## src/rtl/atomc_pkg.sv

```systemverilog
package atomc_pkg;
   localparam int LANE_W = 32;
   localparam int LANES  = 4;
   localparam int BLK_W  = LANE_W * LANES;

   typedef enum logic [1:0] {
      OP_FADD = 2'b00,
      OP_SWAP = 2'b01,
      OP_CAS  = 2'b10,
      OP_RSVD = 2'b11
   } atom_op_e;

   typedef enum logic [1:0] {
      SZ_W32  = 2'b00,
      SZ_W64  = 2'b01,
      SZ_W128 = 2'b10,
      SZ_RSVD = 2'b11
   } atom_size_e;

   typedef enum logic [1:0] {
      ST_OK  = 2'b00,
      ST_UR  = 2'b01,
      ST_CA  = 2'b10,
      ST_RSV = 2'b11
   } cpl_stat_e;

   typedef enum logic [1:0] {
      FSM_IDLE = 2'b00,
      FSM_EXEC = 2'b01,
      FSM_RESP = 2'b10
   } fsm_e;
endpackage

```

## src/rtl/atomc_decode.sv

```systemverilog
module atomc_decode
   import atomc_pkg::*;
#(
   parameter int ADDR_W = 8,
   parameter int DEPTH  = 16
) (
   input  logic              en,
   input  atom_op_e          op,
   input  atom_size_e        size,
   input  logic [ADDR_W-1:0] addr,
   output cpl_stat_e         status,
   output logic [LANES-1:0]  lane_en
);
   logic op_known;
   logic size_fits;
   logic misaligned;
   logic out_of_range;

   always_comb begin
      op_known  = (op != OP_RSVD);
      unique case (size)
         SZ_W32, SZ_W64: size_fits = 1'b1;
         SZ_W128:        size_fits = (op == OP_CAS);
         default:        size_fits = 1'b0;
      endcase
   end

   always_comb begin
      unique case (size)
         SZ_W64:  misaligned = addr[0];
         SZ_W128: misaligned = |addr[1:0];
         default: misaligned = 1'b0;
      endcase
   end

   assign out_of_range = ({1'b0, addr} >= (ADDR_W+1)'(DEPTH));

   always_comb begin
      if (!en || !op_known || !size_fits) status = ST_UR;
      else if (misaligned || out_of_range) status = ST_CA;
      else                                 status = ST_OK;
   end

   always_comb begin
      unique case (size)
         SZ_W32:  lane_en = LANES'(4'b0001) << addr[1:0];
         SZ_W64:  lane_en = LANES'(4'b0011) << addr[1:0];
         default: lane_en = {LANES{1'b1}};
      endcase
   end
endmodule

```

## src/rtl/atomc_alu.sv

```systemverilog
module atomc_alu
   import atomc_pkg::*;
(
   input  atom_op_e          op,
   input  atom_size_e        size,
   input  logic [BLK_W-1:0]  old_raw,
   input  logic [BLK_W-1:0]  opa,
   input  logic [BLK_W-1:0]  opb,
   output logic [BLK_W-1:0]  old_val,
   output logic [BLK_W-1:0]  new_val,
   output logic              commit
);
   logic [BLK_W-1:0] width_mask;
   logic [BLK_W-1:0] a_m;
   logic [BLK_W-1:0] b_m;
   logic [BLK_W-1:0] sum_m;
   logic             match;

   always_comb begin
      unique case (size)
         SZ_W32:  width_mask = {{(BLK_W-32){1'b0}}, {32{1'b1}}};
         SZ_W64:  width_mask = {{(BLK_W-64){1'b0}}, {64{1'b1}}};
         default: width_mask = {BLK_W{1'b1}};
      endcase
   end

   assign old_val = old_raw & width_mask;
   assign a_m     = opa & width_mask;
   assign b_m     = opb & width_mask;
   assign sum_m   = (old_val + a_m) & width_mask;
   assign match   = (old_val == a_m);

   always_comb begin
      unique case (op)
         OP_FADD: begin new_val = sum_m;   commit = 1'b1;  end
         OP_SWAP: begin new_val = a_m;     commit = 1'b1;  end
         OP_CAS:  begin new_val = b_m;     commit = match; end
         default: begin new_val = old_val; commit = 1'b0;  end
      endcase
   end
endmodule

```

## src/rtl/atomc_store.sv

```systemverilog
module atomc_store
   import atomc_pkg::*;
#(
   parameter int DEPTH     = 16,
   parameter bit MEM_RESET = 1'b1,
   localparam int BLKS     = DEPTH / LANES,
   localparam int BIW      = $clog2(BLKS)
) (
   input  logic             clk,
   input  logic             rst_n,
   input  logic [BIW-1:0]   blk_idx,
   output logic [BLK_W-1:0] rd_blk,
   input  logic             we,
   input  logic [LANES-1:0] lane_en,
   input  logic [BLK_W-1:0] wr_blk
);
   logic [DEPTH*LANE_W-1:0] flat;

   for (genvar w = 0; w < DEPTH; w++) begin : g_word
      localparam int B = w / LANES;
      localparam int L = w % LANES;
      logic [LANE_W-1:0] q;
      logic              hit;

      assign hit = we && (blk_idx == BIW'(B)) && lane_en[L];

      if (MEM_RESET) begin : g_rst
         always_ff @(posedge clk) begin
            if (!rst_n)   q <= '0;
            else if (hit) q <= wr_blk[L*LANE_W +: LANE_W];
         end
      end else begin : g_norst
         always_ff @(posedge clk) begin
            if (hit) q <= wr_blk[L*LANE_W +: LANE_W];
         end
      end

      assign flat[w*LANE_W +: LANE_W] = q;
   end

   assign rd_blk = flat[blk_idx*BLK_W +: BLK_W];
endmodule

```

## src/rtl/atomc_completer.sv

```systemverilog
module atomc_completer
   import atomc_pkg::*;
#(
   parameter int ADDR_W    = 8,
   parameter int DEPTH     = 16,
   parameter int TAG_W     = 8,
   parameter bit MEM_RESET = 1'b1
) (
   input  logic              clk,
   input  logic              rst_n,
   input  logic              atomic_en,
   input  logic              req_valid,
   output logic              req_ready,
   input  logic [1:0]        req_op,
   input  logic [1:0]        req_size,
   input  logic [ADDR_W-1:0] req_addr,
   input  logic [127:0]      req_opa,
   input  logic [127:0]      req_opb,
   input  logic [TAG_W-1:0]  req_tag,
   output logic              cpl_valid,
   input  logic              cpl_ready,
   output logic [TAG_W-1:0]  cpl_tag,
   output logic [1:0]        cpl_status,
   output logic [127:0]      cpl_data
);
   localparam int BLKS = DEPTH / LANES;
   localparam int BIW  = $clog2(BLKS);

   if (DEPTH < 8)                 $error("DEPTH must be at least 8");
   if ((DEPTH & (DEPTH-1)) != 0)  $error("DEPTH must be a power of two");
   if (DEPTH > (1 << ADDR_W))     $error("DEPTH exceeds the address space");
   if (TAG_W < 1)                 $error("TAG_W must be positive");
   if (BLK_W != 128)              $error("block width must be 128 bits");

   fsm_e              state;
   atom_op_e          op_q;
   atom_size_e        size_q;
   logic [ADDR_W-1:0] addr_q;
   logic [BLK_W-1:0]  opa_q;
   logic [BLK_W-1:0]  opb_q;
   logic [TAG_W-1:0]  tag_q;
   logic              en_q;

   cpl_stat_e         dec_status;
   logic [LANES-1:0]  lane_en;
   logic [BLK_W-1:0]  rd_blk;
   logic [BLK_W-1:0]  old_raw;
   logic [BLK_W-1:0]  old_val;
   logic [BLK_W-1:0]  new_val;
   logic [BLK_W-1:0]  wr_blk;
   logic              commit;
   logic              mem_we;

   cpl_stat_e         cpl_status_q;
   logic [BLK_W-1:0]  cpl_data_q;
   logic [TAG_W-1:0]  cpl_tag_q;

   atomc_decode #(.ADDR_W(ADDR_W), .DEPTH(DEPTH)) u_decode (
      .en      (en_q),
      .op      (op_q),
      .size    (size_q),
      .addr    (addr_q),
      .status  (dec_status),
      .lane_en (lane_en)
   );

   atomc_store #(.DEPTH(DEPTH), .MEM_RESET(MEM_RESET)) u_store (
      .clk     (clk),
      .rst_n   (rst_n),
      .blk_idx (addr_q[BIW+1:2]),
      .rd_blk  (rd_blk),
      .we      (mem_we),
      .lane_en (lane_en),
      .wr_blk  (wr_blk)
   );

   assign old_raw = rd_blk >> (LANE_W * addr_q[1:0]);

   atomc_alu u_alu (
      .op      (op_q),
      .size    (size_q),
      .old_raw (old_raw),
      .opa     (opa_q),
      .opb     (opb_q),
      .old_val (old_val),
      .new_val (new_val),
      .commit  (commit)
   );

   assign wr_blk = new_val << (LANE_W * addr_q[1:0]);
   assign mem_we = (state == FSM_EXEC) && (dec_status == ST_OK) && commit;

   always_ff @(posedge clk) begin
      if (!rst_n) begin
         state        <= FSM_IDLE;
         op_q         <= OP_FADD;
         size_q       <= SZ_W32;
         addr_q       <= '0;
         opa_q        <= '0;
         opb_q        <= '0;
         tag_q        <= '0;
         en_q         <= 1'b0;
         cpl_status_q <= ST_OK;
         cpl_data_q   <= '0;
         cpl_tag_q    <= '0;
      end else begin
         unique case (state)
            FSM_IDLE: begin
               if (req_valid) begin
                  op_q   <= atom_op_e'(req_op);
                  size_q <= atom_size_e'(req_size);
                  addr_q <= req_addr;
                  opa_q  <= req_opa;
                  opb_q  <= req_opb;
                  tag_q  <= req_tag;
                  en_q   <= atomic_en;
                  state  <= FSM_EXEC;
               end
            end
            FSM_EXEC: begin
               cpl_status_q <= dec_status;
               cpl_data_q   <= (dec_status == ST_OK) ? old_val : '0;
               cpl_tag_q    <= tag_q;
               state        <= FSM_RESP;
            end
            FSM_RESP: begin
               if (cpl_ready) state <= FSM_IDLE;
            end
            default: state <= FSM_IDLE;
         endcase
      end
   end

   assign req_ready  = (state == FSM_IDLE);
   assign cpl_valid  = (state == FSM_RESP);
   assign cpl_tag    = cpl_tag_q;
   assign cpl_status = cpl_status_q;
   assign cpl_data   = cpl_data_q;
endmodule

```

## config.mk

```make
export PLATFORM = sky130hd
export DESIGN_NAME = atomc_completer
export DESIGN_NICKNAME = d
export VERILOG_FILES = /design/src/rtl/atomc_pkg.sv /design/src/rtl/atomc_decode.sv /design/src/rtl/atomc_alu.sv /design/src/rtl/atomc_store.sv /design/src/rtl/atomc_completer.sv
export SDC_FILE = /design/constraint.sdc
export NUM_CORES = 2
export LEC_CHECK = 0
export ABC_AREA = 0
export BUFFER_PORTS_ARGS = -buffer_cell sky130_fd_sc_hd__buf_2
export CAP_MARGIN = 30
export CORE_ASPECT_RATIO = 1.1
export CORE_MARGIN = 4
export CORE_UTILIZATION = 49
export CTS_BUF_LIST = sky130_fd_sc_hd__clkbuf_4 sky130_fd_sc_hd__clkbuf_8
export CTS_CLUSTER_SIZE = 10
export DETAILED_ROUTE_END_ITERATION = 16
export PLACE_DENSITY_LB_ADDON = 0.1
export SYNTH_ARGS = -nofsm -noshare
export SYNTH_HDL_FRONTEND = slang
export SYNTH_SLANG_ARGS = --single-unit
```

## constraint.sdc

```tcl
create_clock -name clk -period 8.3 [get_ports clk]
set_clock_uncertainty 0.15 [all_clocks]
set_input_delay 1.245 -clock clk [delete_from_list [all_inputs] [get_ports clk]]
set_output_delay 1.245 -clock clk [all_outputs]
set_load 0.03 [all_outputs]
```

Word level (Yosys, flattened, before mapping)
Index checks and enable logic that the tools add are counted.
{"block": "totals", "latch_bits": 0, "mem_bits_rw": 0, "wordCells": 101, "romBits": 0, "regBits": 929, "out_inout_bits": 140, "memories": 0}
{"block": "classes", "n_reduce_logical": 38, "n_bitwise": 4, "n_addsub": 1, "order_cmp": 1, "shift": 5, "mux": 12, "n_div": 0, "multipliers": 0, "n_eq_ne": 13}
{"op": "$and 128x128->128", "count": 4}
{"op": "$shiftx 512x10->128", "count": 1}
{"op": "$pmux 128 s3", "count": 1}
{"op": "$pmux 128 s2", "count": 1}
{"op": "$add 128x128->128", "count": 1}
{"op": "$eq 128x128->1", "count": 1}
{"op": "$mux 128", "count": 1}
{"op": "$shl 128x7->128", "count": 1}
{"op": "$shr 128x7->128", "count": 1}
{"op": "$logic_and 1x1->1", "count": 22}
{"op": "$eq 2x2->1 const B", "count": 5}
{"op": "$logic_not 2->1", "count": 5}
{"op": "$eq 2x1->1 const B", "count": 4}
{"op": "$ge 8x5->1 const B", "count": 1}
{"op": "$mux 2", "count": 4}
{"op": "$pmux 4 s2", "count": 1}
{"op": "$pmux 1 s2", "count": 3}
{"op": "$pmux 2 s3", "count": 1}
{"op": "$reduce_or 2->1", "count": 3}
{"op": "$ne 2x2->1 const B", "count": 2}
{"op": "$reduce_and 2->1", "count": 2}
{"op": "$shl 1x2->4 const A", "count": 1}
{"op": "$shl 2x2->4 const A", "count": 1}
{"op": "$logic_not 1->1", "count": 3}
{"op": "other kinds (2)", "count": 4}

Logic depth before layout (Yosys ltp)
{"block": "logic_depth", "ltp_word": 11, "depth_mapped": 26}

Modules after synthesis
Synthesis repeated with hierarchy kept, for this count alone.
{"block": "unflattened", "hier_cells": 6549, "hier_area_um2": 56305.3}
{"mod": "atomc_store", "instances": 1, "cells_per_inst": 1965, "area_per_inst_um2": 22263.9, "seq_area_each_um2": 10249.8}
{"mod": "atomc_completer", "instances": 1, "cells_per_inst": 2221, "area_per_inst_um2": 18311.3, "seq_area_each_um2": 8348.0}
{"mod": "atomc_alu", "instances": 1, "cells_per_inst": 2341, "area_per_inst_um2": 15558.7, "seq_area_each_um2": 0.0}
{"mod": "atomc_decode", "instances": 1, "cells_per_inst": 22, "area_per_inst_um2": 171.4, "seq_area_each_um2": 0.0}

Least setup slack after synthesis
OpenSTA, ideal clock, no wires.
{"block": "synth_path", "kind": "register to register", "from": "register size_q[0]", "to": "register u_store.g_word[15].q[28]", "path_buffers": 7, "stages_incl_launch_ff": 24, "setup_slack_ns": 2.495, "setup_time_ns": 0.137, "t_required_ns": 8.013, "t_arrival_ns": 5.518, "path_cell_list": "dfxtp_1 inv_1 ha_1 clkbuf_1 buf_1 clkbuf_1 clkbuf_1 buf_1 clkbuf_1 nor2b_1 ha_1 buf_2 a21oi_1 o21ai_0 a2111oi_0 a21boi_0 a311oi_1 a21oi_1 o31ai_2 o21ai_1 xnor2_1 or3_1 a31oi_1 a211oi_1"}
{"block": "synth_between", "elab_chain_cells": 11, "word_cells_on_any_way": 27}
{"item": "from (decl)", "line_no": "atomc_completer.sv:37", "source": "atom_size_e size_q;"}
{"item": "from (signal assigned)", "line_no": "atomc_completer.sv:111", "source": "size_q <= atom_size_e'(req_size);"}
{"item": "branches (longest 11 deep; another with $add 128x128->128)"}
{"item": "to (signal assigned)", "line_no": "atomc_store.sv:30", "source": "else if (hit) q <= wr_blk[L*LANE_W +: LANE_W];"}
{"item": "to (decl)", "line_no": "atomc_store.sv:22", "source": "logic [LANE_W-1:0] q;"}
Parallel ways; which one is timed is not known.
A chain may end at the register's enable or synchronous reset.

Worst setup path after layout
{"block": "layout_path", "from": "register addr_q[0]", "to": "register u_store.g_word[5].q[29]"}
{"block": "layout_between", "elab_chain_cells": 10, "word_cells_on_any_way": 22}
{"item": "from (decl)", "line_no": "atomc_completer.sv:38", "source": "logic [ADDR_W-1:0] addr_q;"}
{"item": "from (signal assigned)", "line_no": "atomc_completer.sv:112", "source": "addr_q <= req_addr;"}
{"item": "branches (longest 10 deep; another with $add 128x128->128)"}
{"item": "to (signal assigned)", "line_no": "atomc_store.sv:30"}
{"item": "to (decl)", "line_no": "atomc_store.sv:22"}
Parallel ways; which one is timed is not known.

==> summary.txt <==
Pwr
  • Worst VDD drop: 158 uV
  • LEAKAGE: roughly 0.023 uW
  • Pwr dens: around 180 nW/um2

Clock network
  • Clk pin slew, worst setup/hold paths: 0.06 ns
  • Postcts setup bufs: 0
  • CTS resizes: 0
  • Post-CTS Hold Buffers: 0
  • Root buf cell: clkbuf_8
  • CTS tree: yes
  • CTS H-tree depth: 4
  • Bufs on Longest Clock Path: 3
  • Num CTS Buffers: 152
  • Worst-Skew Late Latency: around 0.9 ns
  • Clk sinks: between 900 and 1000

Timing
  • Fin Setup TNS: 0 ns
  • Worst-Margin Slew: between 1 and 1.5 ns
  • Final Hold Vio Count: 0
  • Setup violators final: 0
  • Minimum clock period: about 8.0 ns
  • Worst setup margin: between 0.2 and 0.3 ns
  • RSZ-0062 raised after global routing: no
  • Slew margin rel.: between 10% and 20%
  • Maximum clock rate: 0.125 GHz
  • Slew Viols, Final: 0
  • Final period util: between 90% and 100%

Placed design
  • Post-DP HPWL: roughly 200 mm
  • Placed cell areas: ~56000 um2
  • Placed Instances: about 8300
  • I/O Buffers: 420
  • Placement Setup Slack: between 0.7 and 0.8 ns
  • Gpl congestion: approximately 1.1

Floorplan
  • Initial Util: about half
  • Die Area: between 100000 and 150000 um2
  • Chip height: roughly 350 um
  • Row Count: 125
  • Core box area: roughly 110000 um2
  • I/O pin count: around 420
  • Die Wd: 319 um

Critical path
  • Crit path max-delay family: simple AND/OR/NAND/NOR gates
  • Reg2reg start: addr_q[0]
  • Worst r2r path cells: 19
  • Crit end category: flop
  • Worst reg2reg path endpoint: u_store.g_word[5].q[29]
  • Crit Path Class: reg2reg
  • WP data required: approximately 9 ns
  • Critical path endpoint: u_store.g_word[5].q[29]
  • CP peak stage delay: approximately 0.80 ns
  • Crit-path cells: inv_4 > nor2_4 > buf_12 > a21oi_1 > nor2_1 > ha_1 > nor4_1 > buf_4 > nand4_1 > nor4_1 > nand3_1 > a21boi_0 > buf_4 > nor2b_1 > and2_1 > nand2_1 > buf_12 > or3_1 > a21oi_1
  • CP arrival: approximately 8.7 ns
  • Startpoint types: flop
  • CP Max Fanout: 48
  • Buf+Inv Stages, Crit Path: 5
  • Crit-path slowest cell: nor4_1
  • Crit path depth: 19
  • Reg2Reg Setup Slack: between 0.2 and 0.3 ns
  • CP startpoint: addr_q[0]

Logic synthesis
  • Post-synthesis instance area: about 52000 um2
  • Largest cells by area after synthesis: dfxtp_1 (36%), nand2_1 (9.2%), a21oi_1 (8.2%)
  • Yosys reg bits: 929
  • Post-synth ARST share: 0%
  • Seq/Total Area, Yosys: between 30% and 40%
  • Synth cell count leaders: nand2_1 (1283), dfxtp_1 (929), a21oi_1 (854), nor2_1 (623), clkbuf_1 (494)
  • Post-synth cell types: slightly above 100
  • Post-synthesis instance total: slightly below 7000
  • Count leader, synth: nand2_1
  • Post-synth EDFFs: 0
  • Synth warn: 0
  • Mapped Nets: slightly above 7000
  • Post-synth top area share: between 30% and 40%
  • Yosys top cell by area: dfxtp_1
  • Syn avg cell area: just under 8 um2
  • Top_reg_cell synth: dfxtp_1

Global route
  • Largest net degree at the start of global routing: 167
  • Grt ovf: 0
  • Initial antenna violation count: 25
  • First-pass GRT wire length: roughly 370 mm
  • Vias in the first global route: 51747
  • Global router's overall resource usage: approximately 46%

Routing
  • Antenna-violating nets left: 0
  • First-pass DRT Iterations: 7
  • Routed WL per cell: about 31 um
  • Vias/cell: about 6.7
  • # DRC: 0
  • Initial DRC count: ~9500
  • Post-Route WL: 267 mm
  • Via count: between 50000 and 60000

Final layout
  • Fillcell total: between 10000 and 15000
  • Layout cell share with drive strength beyond 1: 17.5%
  • Final Non-Filler Cells: 8577
  • Fin nets: 7459
  • Final instance area: between 50000 and 60000 um2
  • Area grow syn2layout: 14.5%

Outcome
  • Status: finished, final reports clean

Job
  • Max-Cap Viols: 0

Worst hold path
  • Worst Hold Class: reg2reg
## worst min path at each step
stage,from,to,slack [ns],cells past startpoint
final,u_store.g_word[13].q[23],u_store.g_word[13].q[23],0.30,2
after global routing,u_store.g_word[13].q[23],u_store.g_word[13].q[23],0.32,2
after CTS,u_store.g_word[13].q[19],u_store.g_word[13].q[19],0.30,2
after detailed placement,u_store.g_word[13].q[19],u_store.g_word[13].q[19],0.29,2
after global placement,u_store.g_word[5].q[23],u_store.g_word[5].q[23],0.29,2
after floorplan,u_store.g_word[7].q[16],u_store.g_word[7].q[16],0.28,2
## cells by family after synthesis
group,share of synthesized area [%]
buffers and inverters,4.96
AND/OR/NAND/NOR,22.1
adder cells (fa/ha/maj),3.18
multiplexers,7.27
XOR/XNOR,1.21
flip-flops,35.6
AO/OA/AOI/OAI,25.7
## worst reg2reg max path: stages (launching register included)
cell,delay [ns]
dfxtp_4,0.73
inv_4,0.34
nor2_4,0.55
buf_12,0.31
a21oi_1,0.14
nor2_1,0.63
ha_1,0.63
nor4_1,0.67
buf_4,0.25
nand4_1,0.26
nor4_1,0.80
nand3_1,0.35
a21boi_0,0.32
buf_4,0.18
nor2b_1,0.36
and2_1,0.29
nand2_1,0.24
buf_12,0.27
or3_1,0.35
a21oi_1,0.16
## cell type report
cell class	count	area, um2	share of cell area (%)
Antenna cell	15	37.5	0.0627
Clock buffer	238	2970	4.96
Clock inverter	35	384	0.642
Timing Repair Buffer	708	4580	7.65
Sequential cell	929	18600	31.1
Multi-Input combinational cell	5182	31200	52.2
Tap cell	1397	1750	2.92
Inverter	73	289	0.483
## sequential cells by signal, summed over array words and instances (netlist names), 2 cells and up
register	cells
addr_q	8
cpl_data	128
cpl_status	2
cpl_tag	8
op_q	2
opa_q	128
opb_q	128
size_q	2
state	2
tag_q	8
u_store.g_word.q	512
## cells in the final DEF, fill, tap and decap left out, types with 50 or more instances in the layout
cell type and n:
a211oi_1 93, a21o_1 79, a21oi_1 854, a22oi_1 295, a31oi_1 73, and2_1 110, and3_1 67, buf_2 419
buf_4 264, clkbuf_8 189, dfxtp_1 923, ha_1 130, inv_1 69, mux4_2 151, nand2_1 1281, nand3_1 144
nand4_1 97, nor2_1 612, nor3_1 71, o21ai_0 361, or3_1 50
## where the power goes
| group | switching, uW | internal (uW) | leakage (uW) | total, uW |
|---|---|---|---|---|
| logic | 1160 | 433 | 0.0137 | 1590 |
| clock network | 2030 | 2410 | 0.00179 | 4430 |
| registers | 117 | 4550 | 0.00753 | 4670 |
| total | 3300 | 7390 | 0.0230 | 10700 |
## through the flow
| stage | utilization [%] | total power (uW) | hold slack [ns] |
|---|---|---|---|
| 2_1_floorplan | - | 5530 | 0.277 |
| 3_3_place_gp | 53.3 | 6250 | 0.285 |
| 3_5_place_dp | 53.4 | 6260 | 0.291 |
| 4_1_cts | 56.5 | 10600 | 0.300 |
| 5_1_grt | 56.6 | 10900 | 0.316 |
| 6_report | 56.6 | 10700 | 0.297 |
## metal layers
metal / global-route usage (%) / share of wire, %
met1: 61.1 / 39
met2: 62.4 / 39
met3: 15.8 / 14
met4: 28.3 / 7.5
met5: 0 / 0.022
Power figures use the tool's default switching activity.
